## config.mk

```make
export PLATFORM = sky130hd
export DESIGN_NAME = page_xlate
export DESIGN_NICKNAME = d
export VERILOG_FILES = /design/src/rtl/page_xlate.sv
export SDC_FILE = /design/constraint.sdc
export NUM_CORES = 1
export LEC_CHECK = 0
export BUFFER_PORTS_ARGS = -buffer_cell sky130_fd_sc_hd__buf_2
export CAP_MARGIN = 0
export CORE_MARGIN = 3
export CORE_UTILIZATION = 45
export DETAILED_ROUTE_END_ITERATION = 8
export GPL_TIMING_DRIVEN = 1
export PLACE_DENSITY = 0.67
export SLEW_MARGIN = 20
export SYNTH_ARGS = -nofsm -noshare
export SYNTH_HDL_FRONTEND = slang
export SYNTH_SLANG_ARGS = --single-unit
```

## constraint.sdc

```tcl
create_clock -name clk -period 2.29 [get_ports clk]
set_input_delay 0.458 -clock clk [delete_from_list [all_inputs] [get_ports clk]]
set_output_delay 0.458 -clock clk [all_outputs]
set_load 0.005 [all_outputs]
```

## src/rtl/page_xlate.sv

```systemverilog
module page_xlate #(
  parameter int VA_W       = 8,
  parameter int PA_W       = 10,
  parameter int PAGE_BYTES = 64,
  parameter int ENTRIES    = 4,
  parameter int PTE_BYTES  = 2,
  localparam int OFF_W  = $clog2(PAGE_BYTES),
  localparam int VPN_W  = VA_W - OFF_W,
  localparam int FRM_W  = PA_W - OFF_W,
  localparam int PTE_W  = FRM_W + 1,
  localparam int PTE_SH = $clog2(PTE_BYTES),
  localparam int IDX_W  = (ENTRIES > 1) ? $clog2(ENTRIES) : 1
) (
  input  logic             clk,
  input  logic             rst_n,
  input  logic             cfg_we,
  input  logic [PA_W-1:0]  cfg_base,
  input  logic             flush,
  input  logic             req_valid,
  output logic             req_ready,
  input  logic [VA_W-1:0]  req_vaddr,
  output logic             rsp_valid,
  output logic [PA_W-1:0]  rsp_paddr,
  output logic             rsp_fault,
  output logic             mem_rd_req,
  input  logic             mem_rd_ready,
  output logic [PA_W-1:0]  mem_rd_addr,
  input  logic             mem_rsp_valid,
  input  logic [PTE_W-1:0] mem_rsp_data
);

  typedef enum logic [1:0] {S_IDLE, S_RD, S_WAIT} st_t;

  st_t              st_q;
  logic [PA_W-1:0]  base_q;
  logic [PA_W-1:0]  rd_addr_q;
  logic [OFF_W-1:0] off_q;
  logic             drop_q;
  logic             rsp_valid_q, rsp_fault_q;
  logic [PA_W-1:0]  rsp_paddr_q;

  logic [ENTRIES-1:0] ent_v;
  logic [VPN_W-1:0]   ent_vpn [ENTRIES];
  logic [FRM_W-1:0]   ent_frm [ENTRIES];
  logic [IDX_W-1:0]   rr_q;

  wire [VPN_W-1:0] req_vpn  = req_vaddr[VA_W-1:OFF_W];
  wire [OFF_W-1:0] req_off  = req_vaddr[OFF_W-1:0];
  wire             req_fire = req_valid && req_ready;
  wire             pte_ok   = mem_rsp_data[0];
  wire [FRM_W-1:0] pte_frm  = mem_rsp_data[FRM_W:1];

  assign req_ready   = (st_q == S_IDLE);
  assign mem_rd_req  = (st_q == S_RD);
  assign mem_rd_addr = rd_addr_q;
  assign rsp_valid   = rsp_valid_q;
  assign rsp_paddr   = rsp_paddr_q;
  assign rsp_fault   = rsp_fault_q;

  logic [ENTRIES-1:0] hit_vec;
  for (genvar g = 0; g < ENTRIES; g++) begin : g_cmp
    assign hit_vec[g] = ent_v[g] && (ent_vpn[g] == req_vpn) && !flush;
  end
  wire any_hit = |hit_vec;

  logic [FRM_W-1:0] hit_frm;
  always_comb begin
    hit_frm = '0;
    for (int i = 0; i < ENTRIES; i++)
      if (hit_vec[i]) hit_frm = hit_frm | ent_frm[i];
  end

  logic             have_free;
  logic [IDX_W-1:0] free_idx;
  always_comb begin
    have_free = 1'b0;
    free_idx  = '0;
    for (int i = ENTRIES - 1; i >= 0; i--)
      if (!ent_v[i]) begin
        have_free = 1'b1;
        free_idx  = IDX_W'(i);
      end
  end
  wire [IDX_W-1:0] victim = have_free ? free_idx : rr_q;

  wire refill = (st_q == S_WAIT) && mem_rsp_valid && pte_ok && !drop_q && !flush;

  logic [VPN_W-1:0] vpn_q;

  always_ff @(posedge clk) begin
    if (!rst_n) base_q <= '0;
    else if (cfg_we) base_q <= cfg_base;
  end

  always_ff @(posedge clk) begin
    if (!rst_n) begin
      st_q        <= S_IDLE;
      rd_addr_q   <= '0;
      off_q       <= '0;
      vpn_q       <= '0;
      drop_q      <= 1'b0;
      rsp_valid_q <= 1'b0;
      rsp_fault_q <= 1'b0;
      rsp_paddr_q <= '0;
    end else begin
      rsp_valid_q <= 1'b0;
      case (st_q)
        S_IDLE: if (req_fire) begin
          if (any_hit) begin
            rsp_valid_q <= 1'b1;
            rsp_fault_q <= 1'b0;
            rsp_paddr_q <= {hit_frm, req_off};
          end else begin
            st_q      <= S_RD;
            off_q     <= req_off;
            vpn_q     <= req_vpn;
            drop_q    <= 1'b0;
            rd_addr_q <= base_q + (PA_W'(req_vpn) << PTE_SH);
          end
        end
        S_RD: begin
          if (flush) drop_q <= 1'b1;
          if (mem_rd_ready) st_q <= S_WAIT;
        end
        S_WAIT: begin
          if (flush) drop_q <= 1'b1;
          if (mem_rsp_valid) begin
            st_q        <= S_IDLE;
            rsp_valid_q <= 1'b1;
            rsp_fault_q <= !pte_ok;
            rsp_paddr_q <= pte_ok ? {pte_frm, off_q} : '0;
          end
        end
        default: st_q <= S_IDLE;
      endcase
    end
  end

  always_ff @(posedge clk) begin
    if (!rst_n) begin
      ent_v <= '0;
      rr_q  <= '0;
    end else if (flush) begin
      ent_v <= '0;
    end else if (refill) begin
      ent_v[victim] <= 1'b1;
      if (!have_free)
        rr_q <= (rr_q == IDX_W'(ENTRIES - 1)) ? '0 : rr_q + 1'b1;
    end
  end

  always_ff @(posedge clk) begin
    if (refill) begin
      ent_vpn[victim] <= vpn_q;
      ent_frm[victim] <= pte_frm;
    end
  end

  p_hit_onehot_r7: assert property (@(posedge clk) disable iff (!rst_n)
    $onehot0(hit_vec));

  p_hit_fast_r4: assert property (@(posedge clk) disable iff (!rst_n)
    req_fire && any_hit |=> rsp_valid && !rsp_fault);

  p_miss_resp_r5: assert property (@(posedge clk) disable iff (!rst_n)
    (st_q == S_WAIT) && mem_rsp_valid |=> rsp_valid && req_ready);

  p_fault_nopa_r6: assert property (@(posedge clk) disable iff (!rst_n)
    rsp_valid && rsp_fault |-> rsp_paddr == '0);

  p_flush_clear_r8: assert property (@(posedge clk) disable iff (!rst_n)
    flush |=> ent_v == '0);

  p_single_out_r10: assert property (@(posedge clk) disable iff (!rst_n)
    mem_rd_req |-> !req_ready);

  p_rd_hold_r10: assert property (@(posedge clk) disable iff (!rst_n)
    mem_rd_req && !mem_rd_ready |=> mem_rd_req && $stable(mem_rd_addr));

endmodule

```

==> out/results.md <==
| Result | This run | Unit |
| --- | --- | --- |
| Worst hold path type | in2reg | - |
| Clock Skew | 0.01116 | ns |
| Setup tns final | 0 | ns |
| Maximum clock insertion buffer count | 2 | - |
| Cells taking the most area after synthesis | dfxtp_1 (29%), edfxtp_1 (21%), mux2i_1 (8.6%) | - |
| Total grt overflow | 0 | - |
| Number of top-level design ports | 54 | - |
| Largest stage delay, worst path | 0.62 | ns |
| Simple-gate share of the synthesized area | 15.51 | % |
| Status | finished, final reports clean | - |
| Final HPWL DP | 5212 | µm |
| Smallest hold slack | 0.3347 | ns |
| Post-place setup slack | -0.09474 | ns |
| Power density relative to cell area | 733.9 | nW/µm² |
| Total power of the final layout | 2.938 | mW |
| Fraction of the mapped netlist area in adder cells | 2.826 | % |
| Post-layout min period | 2.121 | ns |
| Per-instance average area after synthesis | 10.45 | µm² |
| Fraction of synthesized area in multiplexers | 8.628 | % |
| Final count of negative-setup-slack endpoints | 0 | - |
| Top achievable clock speed | 471.4 | MHz |
| Critical path required time | 2.60 | ns |
| Die outline width | 92.47 | µm |
| Distinct cell type count of the synthesized netlist | 43 | - |
| Final design utilization | 57.02 | % |
| Clock slew at the register clock pins of the worst setup and hold paths | 0.08 | ns |
| P&R area growth vs syn | 18.97 | % |
| Number of iterations in the first detailed-routing pass | 4 | - |
| Max rail drop VDD | 0.4157 | mV |
| Least-Margin Pin Slew | 0.5918 | ns |
| Most common flop cell mapped by yosys | dfxtp_1 | - |
| Starting density of the core | 47.93 | % |
| Count of maximum capacitance violations | 0 | - |
| Number of setup buffers added after CTS | 0 | - |
| Vias per std cell | 5.070 | - |
| Final setup margin | 0.1687 | ns |
| Post-synthesis compound-gate area fraction | 12.35 | % |
| Worst slew margin | 60.22 | % |
| # diodes | 0 | - |
| Leading area contributor after synthesis | dfxtp_1 | - |
| Area of the die | 8550 | µm² |
| Total global-route track usage | 17.82 | % |
| CP Data Arrival Time | 2.43 | ns |
| Clock insertion delay at the later pin of the skew report | 0.36 | ns |
| Number of endpoints with negative hold slack in the final report | 0 | - |
| Number of nets in the finished design | 422 | - |
| Violation count after the first detailed-route iteration | 141 | - |
| Fraction of met3 tracks used by global routing | 3.818 | % |
| Family with the most delay on the worst path | simple AND/OR/NAND/NOR gates | - |
| Largest net degree at the start of global routing | 22 | - |
| Non-filler cells, final | 486 | - |
| Highest net fanout along the worst path | 6 | - |
| TritonCTS clock tree | built | - |
| Warning count from the yosys run | 0 | - |
| Total length of routed wires | 7070 | µm |
| FFs w/ async S/R, synth | 0 | % |
| Number of global-route vias before repair | 2,499 | - |
| Core Footprint | 7019 | µm² |
| Number of buffers inserted by port buffering | 53 | - |
| Critical path buffer and inverter count | 0 | - |
| Max H-tree Level | 3 | - |
| Total number of vias | 2,464 | - |
| Cell count after placement | 470 | - |
| Avg WL per Cell | 14.55 | µm |
| Placed instance area | 3755 | µm² |
| Endpoint kind of the worst setup timing path | flop | - |
| Unrepaired setup endpoints after global routing | false | - |
| Synthesized instance count | 322 | - |
| Portion of synthesized cell area occupied by the leading cell type | 29.16 | % |
| Antenna viol nets, final | 0 | - |
| Root Driver | clkbuf_8 | - |
| Most congested layer reported by global routing | met2 | - |
| Number of cells upsized or downsized after cts | 0 | - |
| Met2 capacity usage during global routing | 29.12 | % |
| CTS sink cnt | 73 | - |
| First-pass GRT wire length | 11,920 | µm |
| Fraction of layout cells with a size suffix above 1 | 26.92 | % |
| Standard-cell row count | 30 | - |
| Number of enable flip-flop cells after synthesis | 24 | - |
| Global-route met1 utilization | 22.41 | % |
| Final max-slew violation count | 0 | - |
| Cell area after layout | 4003 | µm² |
| Proportion of synthesized chip area in sequential cells | 50.58 | % |
| Critical path type | reg2reg | - |
| Residual DRC | 0 | - |
| Number of buffers added by the clock tree synthesis step | 9 | - |
| Xor/xnor cell area share of the yosys netlist | 3.905 | % |
| Syn Nets | 359 | - |
| Crit path max-delay cell type | or4_1 | - |
| Dominant combinational cell family by area after synthesis | simple AND/OR/NAND/NOR gates | - |
| Yosys reg bits | 73 | - |
| Cts-stage hold buffer count | 0 | - |
| Cell Area, Synth | 3364 | µm² |
| Final Cycle Share | 92.63 | % |
| Die span in y | 92.47 | µm |
| Crit path cell chain | xor2_1 -> nor4b_4 -> or4_1 -> a31oi_1 -> o221a_2 | - |
| Placer Congestion | 0.7555 | - |
| Initial antenna violation count | 0 | - |
| Startpoint kind of the worst setup timing path | flop | - |
| Lkg Pwr | 1.693 | nW |
-- logic make-up after synthesis --
family | after synthesis
and+or+nand+nor | 108
DFF | 73
AOI/OAI and AO/OA | 55
buffers and inverters | 35
muxes | 29
xor gates and xnor gates | 15
adders and majority gates | 7
-- worst reg2reg max path, cell delays in order, from the launching register on --
cell	delay, ns
edfxtp_1	0.39
xor2_1	0.26
nor4b_4	0.12
or4_1	0.62
a31oi_1	0.43
o221a_2	0.27
-- area by class of cell --
class	instances	area, µm²
inverter	16	60.06
sequential	73	1702
tap	96	120.1
clock inverter	4	51.30
multi-input combinational	214	1469
timing repair buffer	71	412.9
clock buffer	12	187.7
fill	631	3017
-- Yosys cell counts, types with 3 or more instances --
cell type,instances
ha_1,6
dfxtp_1,49
nand3_1,12
mux2i_1,29
xnor2_1,7
nand2b_1,3
o21ai_0,11
o21ba_2,3
inv_1,16
a31oi_1,8
nor4b_2,3
xor2_1,8
nor2_1,18
edfxtp_1,24
a22o_1,4
a22o_2,4
a21oi_1,7
and3_1,4
clkbuf_1,8
dlygate4sd3_1,3
o31a_1,5
a211oi_1,6
buf_6,6
nand2_1,55
-- flip-flops by register name (all words and copies together), names as in the netlist, 2 cells and up --
register	count
mem_rd_addr	10
st_q	2
off_q	6
rr_q	2
rsp_paddr	10
base_q	10
ent_vpn	8
vpn_q	2
ent_v	4
ent_frm	16
-- routing by layer --
layer	part of all wire, %	routed length [µm]
met5	0	0
met4	2.0	144
met3	4.7	331
met2	47	3347
met1	46	3247
-- power breakdown --
| group | total, mW | switching (mW) | internal, mW |
|---|---|---|---|
| logic | 0.344 | 0.188 | 0.156 |
| clock network | 1.17 | 0.496 | 0.670 |
| registers | 1.43 | 0.0362 | 1.39 |
| total | 2.94 | 0.720 | 2.22 |
-- worst paths after layout --
check / from / slack [ns] / end / cells after the start
setup / recovery: ent_vpn[1][0] / 0.17 / rsp_paddr[8] / 5
hold / removal: cfg_base[5] / 0.33 / base_q[5] / 3
setup reg to reg: ent_vpn[1][0] / 0.17 / rsp_paddr[8] / 5
hold reg to reg: rsp_paddr[0] / 0.46 / rsp_paddr[0] / 2
-- cells in the final DEF, fill, tap and decap left out, types with 10 or more instances in the layout --
cell type	netlist	final
nor2_1	18	18
nand3_1	12	12
dfxtp_1	49	49
edfxtp_1	24	24
mux2i_1	29	29
clkbuf_8	1	10
inv_1	16	16
nand2_1	55	55
o21ai_0	11	11
buf_2	0	53
buf_4	1	17
Power figures use the tool's default switching activity.
